**config.mk**
```make
export PLATFORM = sky130hd
export DESIGN_NAME = burst_serial_tx
export DESIGN_NICKNAME = d
export VERILOG_FILES = /design/src/rtl/bst_pkg.sv /design/src/rtl/bst_phase.sv /design/src/rtl/bst_holdbuf.sv /design/src/rtl/bst_shifter.sv /design/src/rtl/burst_serial_tx.sv
export SDC_FILE = /design/constraint.sdc
export NUM_CORES = 1
export LEC_CHECK = 0
export BUFFER_PORTS_ARGS = -buffer_cell sky130_fd_sc_hd__clkbuf_2
export CAP_MARGIN = 20
export CORE_ASPECT_RATIO = 1.2
export CORE_MARGIN = 5
export CORE_UTILIZATION = 56
export DETAILED_ROUTE_END_ITERATION = 16
export GPL_TIMING_DRIVEN = 0
export PLACE_DENSITY = 0.84
export SLEW_MARGIN = 15
export SYNTH_ARGS = -nofsm -noshare
export SYNTH_HDL_FRONTEND = slang
export SYNTH_HIERARCHICAL = 1
export SYNTH_SLANG_ARGS = --single-unit
```
**constraint.sdc**
```tcl
create_clock -name clk -period 2.16 [get_ports clk]
set_input_delay 0.108 -clock clk [delete_from_list [all_inputs] [get_ports clk]]
set_output_delay 0.108 -clock clk [all_outputs]
set_load 0.1 [all_outputs]
```
**src/rtl/bst_pkg.sv**
```systemverilog
package bst_pkg;

    // Control state of the top-level sequencer
    typedef struct packed {
        logic busy;
        logic sclk;
        logic pulse;
    } bst_ctrl_t;

endpackage

```
**src/rtl/bst_phase.sv**
```systemverilog
// Divides the system clock into serial-bit slots; ticks at mid-bit and end-of-bit.
module bst_phase #(
    parameter int DIV = 4
) (
    input  logic clk,
    input  logic rst_n,
    input  logic run,
    output logic mid_tick,
    output logic end_tick
);
    localparam int PH_W = (DIV > 2) ? $clog2(DIV) : 1;

    typedef struct packed {
        logic [PH_W-1:0] ph;
    } ph_state_t;

    ph_state_t st_d, st_q;

    assign mid_tick = run && (st_q.ph == PH_W'(DIV/2 - 1));
    assign end_tick = run && (st_q.ph == PH_W'(DIV - 1));

    always_comb begin
        st_d = st_q;
        if (!run || end_tick) begin
            st_d.ph = '0;
        end else begin
            st_d.ph = st_q.ph + PH_W'(1);
        end
    end

    always_ff @(posedge clk) begin
        if (!rst_n) begin
            st_q <= '0;
        end else begin
            st_q <= st_d;
        end
    end
endmodule

```
**src/rtl/bst_holdbuf.sv**
```systemverilog
// Single-entry holding register; a write overwrites a waiting byte.
module bst_holdbuf #(
    parameter int DATA_W = 8
) (
    input  logic              clk,
    input  logic              rst_n,
    input  logic              wr,
    input  logic [DATA_W-1:0] wr_data,
    input  logic              take,
    output logic              vld,
    output logic [DATA_W-1:0] data
);
    typedef struct packed {
        logic              vld;
        logic [DATA_W-1:0] data;
    } hb_state_t;

    hb_state_t st_d, st_q;

    assign vld  = st_q.vld;
    assign data = st_q.data;

    always_comb begin
        st_d = st_q;
        if (wr) begin
            st_d.vld  = 1'b1;
            st_d.data = wr_data;
        end else if (take) begin
            st_d.vld = 1'b0;
        end
    end

    always_ff @(posedge clk) begin
        if (!rst_n) begin
            st_q <= '0;
        end else begin
            st_q <= st_d;
        end
    end
endmodule

```
**src/rtl/bst_shifter.sv**
```systemverilog
// MSB-first shift register with bit counter; sdo is the register's top bit.
module bst_shifter #(
    parameter int DATA_W = 8
) (
    input  logic              clk,
    input  logic              rst_n,
    input  logic              load,
    input  logic [DATA_W-1:0] load_data,
    input  logic              shift,
    output logic              sdo,
    output logic              last
);
    localparam int CNT_W = (DATA_W > 2) ? $clog2(DATA_W) : 1;

    typedef struct packed {
        logic [DATA_W-1:0] sr;
        logic [CNT_W-1:0]  cnt;
    } sh_state_t;

    sh_state_t st_d, st_q;

    assign sdo  = st_q.sr[DATA_W-1];
    assign last = (st_q.cnt == CNT_W'(DATA_W - 1));

    always_comb begin
        st_d = st_q;
        if (load) begin
            st_d.sr  = load_data;
            st_d.cnt = '0;
        end else if (shift) begin
            st_d.sr  = {st_q.sr[DATA_W-2:0], 1'b0};
            st_d.cnt = st_q.cnt + CNT_W'(1);
        end
    end

    always_ff @(posedge clk) begin
        if (!rst_n) begin
            st_q <= '0;
        end else begin
            st_q <= st_d;
        end
    end
endmodule

```
**src/rtl/burst_serial_tx.sv**
```systemverilog
module burst_serial_tx
    import bst_pkg::*;
#(
    parameter int DATA_W = 8,
    parameter int DIV    = 4
) (
    input  logic              clk,
    input  logic              rst_n,
    input  logic              tx_en,
    input  logic              wr_valid,
    input  logic [DATA_W-1:0] wr_data,
    output logic              sclk,
    output logic              sdo,
    output logic              buf_free,
    output logic              busy
);
    bst_ctrl_t ctl_d, ctl_q;

    logic              mid_tick, end_tick;
    logic              last_bit;
    logic              hold_vld;
    logic [DATA_W-1:0] hold_data;

    logic              accept, frame_end, start_idle, chain_hold, chain_bypass;
    logic              load, hold_wr, shift;
    logic [DATA_W-1:0] load_data;

    // Handoff decode
    always_comb begin
        accept       = wr_valid && tx_en;
        frame_end    = ctl_q.busy && end_tick && last_bit;
        start_idle   = !ctl_q.busy && accept;
        chain_hold   = frame_end && hold_vld;
        chain_bypass = frame_end && !hold_vld && accept;
        load         = start_idle || chain_hold || chain_bypass;
        load_data    = chain_hold ? hold_data : wr_data;
        hold_wr      = accept && !start_idle && !chain_bypass;
        shift        = ctl_q.busy && end_tick && !last_bit;
    end

    // Sequencer next state
    always_comb begin
        ctl_d       = ctl_q;
        ctl_d.pulse = load;
        if (load) begin
            ctl_d.busy = 1'b1;
            ctl_d.sclk = 1'b0;
        end else if (frame_end) begin
            ctl_d.busy = 1'b0;
            ctl_d.sclk = 1'b1;
        end else if (ctl_q.busy && end_tick) begin
            ctl_d.sclk = 1'b0;
        end else if (ctl_q.busy && mid_tick) begin
            ctl_d.sclk = 1'b1;
        end
    end

    always_ff @(posedge clk) begin
        if (!rst_n) begin
            ctl_q <= '{busy: 1'b0, sclk: 1'b1, pulse: 1'b0};
        end else begin
            ctl_q <= ctl_d;
        end
    end

    bst_phase #(.DIV(DIV)) u_phase (
        .clk      (clk),
        .rst_n    (rst_n),
        .run      (ctl_q.busy),
        .mid_tick (mid_tick),
        .end_tick (end_tick)
    );

    bst_holdbuf #(.DATA_W(DATA_W)) u_hold (
        .clk     (clk),
        .rst_n   (rst_n),
        .wr      (hold_wr),
        .wr_data (wr_data),
        .take    (chain_hold),
        .vld     (hold_vld),
        .data    (hold_data)
    );

    bst_shifter #(.DATA_W(DATA_W)) u_shift (
        .clk       (clk),
        .rst_n     (rst_n),
        .load      (load),
        .load_data (load_data),
        .shift     (shift),
        .sdo       (sdo),
        .last      (last_bit)
    );

    assign sclk     = ctl_q.sclk;
    assign busy     = ctl_q.busy;
    assign buf_free = ctl_q.pulse;
endmodule

```
Yosys cells after proc, flatten, opt, wreduce, memory -nomap -nowiden
Cells that the tools add are included.
{"block": "totals", "regBits": 25, "inputBits": 12, "out_inout_bits": 4, "wordCells": 51}
{"block": "op_classes", "n_addsub": 2, "eq_ne": 3, "n_mux": 10, "bitwise": 1, "n_reduce_logical": 27}
{"op": "2-to-1 mux 11 bit", "n": 2}
{"op": "logical AND 1 bit", "n": 13}
{"op": "2-to-1 mux 8 bit", "n": 1}
{"op": "2-to-1 mux 1 bit", "n": 6}
{"op": "nonzero test 2 bit", "n": 3}
{"op": "zero test 1 bit", "n": 5}
{"op": "nonzero test 4 bit", "n": 1}
{"op": "OR reduction 2 bit", "n": 2}
{"op": "adder 3 x 1 -> 3 bit, second input constant", "n": 1}
{"op": "== test 3 bit, second input constant", "n": 1}
{"op": "logical OR 1 bit", "n": 3}
{"op": "adder 2 x 1 -> 2 bit, second input constant", "n": 1}
{"op": "== test 2 x 1 -> 1 bit, second input constant", "n": 1}
{"op": "== test 2 bit, second input constant", "n": 1}
{"op": "2-to-1 mux 2 bit", "n": 1}
{"op": "NOT 1 bit", "n": 1}

Longest topological paths before layout
{"block": "depth", "ltp_word": 9, "depth_mapped": 7, "mapped_depth_nobuf": 6}

By module
The synthesis kept the hierarchy.
{"mod": "bst_shifter", "instances": 1, "cells_each": 47, "area_each_um2": 525.5, "seq_area_each_um2": 220.2}
{"mod": "bst_holdbuf", "instances": 1, "cells_each": 28, "area_each_um2": 335.3, "seq_area_each_um2": 180.2}
{"mod": "burst_serial_tx", "instances": 1, "cells_each": 31, "area_each_um2": 282.8, "seq_area_each_um2": 60.1}
{"mod": "bst_phase", "instances": 1, "cells_each": 9, "area_each_um2": 107.6, "seq_area_each_um2": 40.0}

Least setup slack after synthesis
Ideal clock, no wire load.
{"block": "synth_timing", "kind": "register to register", "start": "reg ctl_q (netlist bit busy)", "end": "reg u_shift.st_q (netlist bit u_shift/sdo)", "setup_ns": 0.116, "arrival_ns": 2.228, "t_required_ns": 2.044, "setup_slack_ns": -0.184, "stages_incl_launch_ff": 7, "path_buffers": 1, "period_less_slack_ns": 2.344, "cell_sequence": "dfxtp_1 > and2_2 > nand2_1 > nor2_1 > buf_6 > mux2_2 > o211a_1"}
{"block": "synth_between", "elab_cells_between_ends": 14, "cone_classes": "mux (2); reduce/logical (12)"}
{"item": "start, declared", "line": "burst_serial_tx.sv:17", "source": "bst_ctrl_t ctl_d, ctl_q;"}
{"item": "start signal, assigned", "line": "burst_serial_tx.sv:60", "source": "ctl_q <= '{busy: 1'b0, sclk: 1'b1, pulse: 1'b0};"}
{"item": "start signal, assigned", "line": "burst_serial_tx.sv:62", "source": "ctl_q <= ctl_d;"}
{"item": "logical AND 1 bit", "line": "bst_phase.sv:20", "source": "assign end_tick = run && (st_q.ph == PH_W'(DIV - 1));"}
{"item": "named net end_tick", "line": "burst_serial_tx.sv:19", "source": "logic mid_tick, end_tick;"}
{"item": "logical AND 1 bit (2 in series)", "line": "burst_serial_tx.sv:38", "source": "shift = ctl_q.busy && end_tick && !last_bit;"}
{"item": "named net shift", "line": "burst_serial_tx.sv:25", "source": "logic load, hold_wr, shift;"}
{"item": "nonzero test 2 bit (no line)"}
{"item": "end signal, assigned", "line": "bst_shifter.sv:40", "source": "st_q <= st_d;"}
{"item": "end, declared", "line": "bst_shifter.sv:20", "source": "sh_state_t st_d, st_q;"}
The timed path passes the listed nets, and every way through them passes these cells.
A chain may end at the register's enable or synchronous reset.

==> impl_results.md <==
- Worst rel slew slack: 64.0%
- Final Max Tran Viols: 0
- Synth Area in XOR/XNOR: 0.700%
- Comb pwr share: 16.3%
- Layout cells sized above 1: 34.3%
- Final setup viols: 0
- Setup tns final: 0 ns
- Synth Register Bits: 25
- First-pass GRT wire length: 3.80 mm
- Clock transition at the registers of the reported paths: 0.14 ns
- Largest family of logic cells by synthesized area: multiplexers
- Crit end category: flip-flop
- Internal Power: 0.000605 W
- Crit path DAT: 2.21 ns
- Core area: 2090 um2
- Initial antenna violation count: 0
- Worst ir drop on vdd: 0.434 mV
- Clock share of power: 25.1%
- Crit path time final: 1.98 ns
- CTS Sinks: 25
- RSZ-0062 raised after global routing: false
- Worst Path Required: 2.39 ns
- # fillers: 169
- Routability cong.: 0.689
- Final WL: 2.10 mm
- Largest net degree at the start of global routing: 16
- Seq/Total Area, Yosys: 40.0%
- Area delta synth->final: 11.3%
- Total GRT Usage: 16.0%
- Commonest non-fill, non-tap cell in the layout: dfxtp_1
- ANT nets after route: 0
- Static leakage: 0.637 nW
- Post-CTS setup buffer count: 0
- GRT busiest layer: met2
- # DRC: 0
- Die ar.: 3280 um2
- Compound-gate portion of the synthesized area: 10.5%
- Hold_ws: 0.0426 ns
- Post-placement cell count: 160
- Final Cycle Share: 91.6%
- Worst Path Max Fanout: 11
- CTS tree: built
- PostCTS Resize Cnt: 0
- Met1 GRT Util: 17.1%
- Routed vias: 865
- Vias per cell: 5.27
- Vias in the first global route: 879
- Hold Path End: u_hold/data[0]
- YS warnings: 6
- Pre-antenna DRT Iters: 4
- Outcome: complete, no violations
- Num rows: 18
- CP startpoint kind: flip-flop
- Most frequent cells in the layout: 24 x dfxtp_1, 16 x mux2_2, 15 x clkbuf_2
- Min-delay src: wr_data[0]
- Reg-to-reg startpoint: u_shift/st_q[0]
- Adder-cell share of the synthesized area: 4.00%
- Initial drt markers: 13
- Peak Freq: 505 MHz
- Final Hold Viols: 0
- Post-Synth Simple-Gate Area: 18.5%
- Syn nets: 131
- # IOs: 16
- DP HPWL: 1.53 mm
- Tightest Pin Transition: 0.543 ns
- IO buf count: 15
- Final nets: 151
- Worst Reg-to-Reg Cells: 7
- Die X: 53.2 um
- Worst r2r dst: u_shift/st_q[2]
- Wirelength per Cell: 12.8 um
- Mapped cell area: 1250 um2
- Antenna diode count: 0
- Worst hold path depth: 3
- Initial Utilization: 59.7%
- NetSw: 0.000235 W
- Pwr Density: 603 nW/um2
- Distinct cell type count after synthesis: 26
- Hold crit path type: in2reg
- Clock Tree Root: clkbuf_4
- GR Overflow Total: 0
- GR met2 Demand/Resource: 29.8%
- Sw frac: 28.0%
- Synth Instances: 115
- Post-Syn Area per Cell: 10.9 um2
- Clk buf depth: 2
- Multiplexer share of the synthesized area: 22.4%
- Sequential power share: 58.6%
- Worst reg2reg setup slack: 0.18 ns
- Post-CTS Hold Buffers: 0
- Met3 GRT Util: 2.86%
- Cell Count, Final, Fillers Out: 164
- Worst Skew: 0.0101 ns
- Clock Latency Late Sink: 0.33 ns
- WS Path Type: reg2reg
- MaxCap Viol Count: 0
- CTS buffer count: 3
- Die Ht: 61.8 um
- H-tree lvl count: 1
-- state kept, by name, indices dropped and copies added (netlist names) --
register and flops:
buf_free 1, u_shift/st_q 10, u_shift/sdo 1, u_hold/vld 1, u_hold/data 8, busy 1
u_phase/st_q 2, sclk 1
-- final cells by class --
cell class,count,area [um2],area share [%]
Multi-Input combinational cell,82,702,50.4
Sequential cell,25,502,36.0
Timing Repair Buffer,15,75.1,5.39
Buffer,5,37.5,2.70
Tap cell,30,37.5,2.70
Clock buffer,3,22.5,1.62
Inverter,3,11.3,0.809
Clock inverter,1,5.00,0.359
-- synth_stat cells, drive strengths merged --
cell,count,share of area (%)
nor2,4,1.2
o31a,1,0.70
xnor2,1,0.70
a31oi,1,0.50
nand2b,8,4.0
nand4,1,1.7
or3b,1,0.70
nor2b,9,4.5
nand3b,1,0.60
a21oi,1,0.70
mux2,16,14
o21a,2,1.2
buf,5,3.0
nand2,6,1.8
nand3,1,0.40
and2,3,1.6
and4bb,2,2.0
o211ai,1,0.60
a21boi,2,1.2
dfxtp,25,40
o211a,7,5.6
mux2i,10,8.0
inv,3,0.90
ha,4,4.0
-- stage by stage --
stage | setup WS, ns | utilization [%] | cell area, um2 | power, W
2_1_floorplan | 0.177 | - | 1250 | 0.000607
3_3_place_gp | 0.223 | 65.2 | 1370 | 0.000636
3_5_place_dp | 0.193 | 65.2 | 1370 | 0.000641
4_1_cts | 0.171 | 66.5 | 1390 | 0.000853
5_1_grt | 0.0208 | 66.5 | 1390 | 0.000882
6_report | 0.180 | 66.5 | 1390 | 0.000840
-- power by group through the flow --
stage | Combinational (W) | Clock (W) | Sequential (W)
6_report | 0.000137 | 0.000210 | 0.000492
3_5_place_dp | 0.000138 | 0 | 0.000503
5_1_grt | 0.000149 | 0.000237 | 0.000496
2_1_floorplan | 0.0000655 | 0 | 0.000542
4_1_cts | 0.000139 | 0.000222 | 0.000493
3_3_place_gp | 0.000135 | 0 | 0.000502
-- logic make-up (layout without fill, tap and decap cells) --
logic type,count (synthesis),count (layout)
flops,25,25
simple gates,36,36
compound gates,15,15
buf+inv,8,27
xor+xnor,1,1
mux,26,26
fa+ha+maj,4,4
-- worst max-delay path, stage by stage (launching register included) --
cell and delay [ns]:
dfxtp_1 0.38, ha_1 0.16, ha_1 0.28, a21boi_1 0.13, a21oi_2 0.41, buf_2 0.31, nand2b_1 0.17, nor2_1 0.06
-- worst max-delay path by stage --
| stage | startpoint | to | slack, ns | cells after the start |
|---|---|---|---|---|
| after floorplan | busy | u_shift/sdo | 0.18 | 6 |
| after global placement | u_shift/st_q[0] | u_shift/st_q[1] | 0.22 | 7 |
| after detailed placement | u_shift/st_q[0] | u_shift/st_q[1] | 0.19 | 7 |
| after CTS | u_shift/st_q[0] | u_shift/st_q[1] | 0.17 | 7 |
| after global routing | u_shift/st_q[0] | u_shift/st_q[2] | 0.02 | 7 |
| final | u_shift/st_q[0] | u_shift/st_q[2] | 0.18 | 7 |
-- layer usage --
metal | up-vias | part of all wire [%]
li1 | 442 | -
met1 | 403 | 46
met2 | 15 | 48
met3 | 5 | 4.1
met4 | 0 | 2.4
met5 | - | 0
Power figures use the tool's default switching activity.
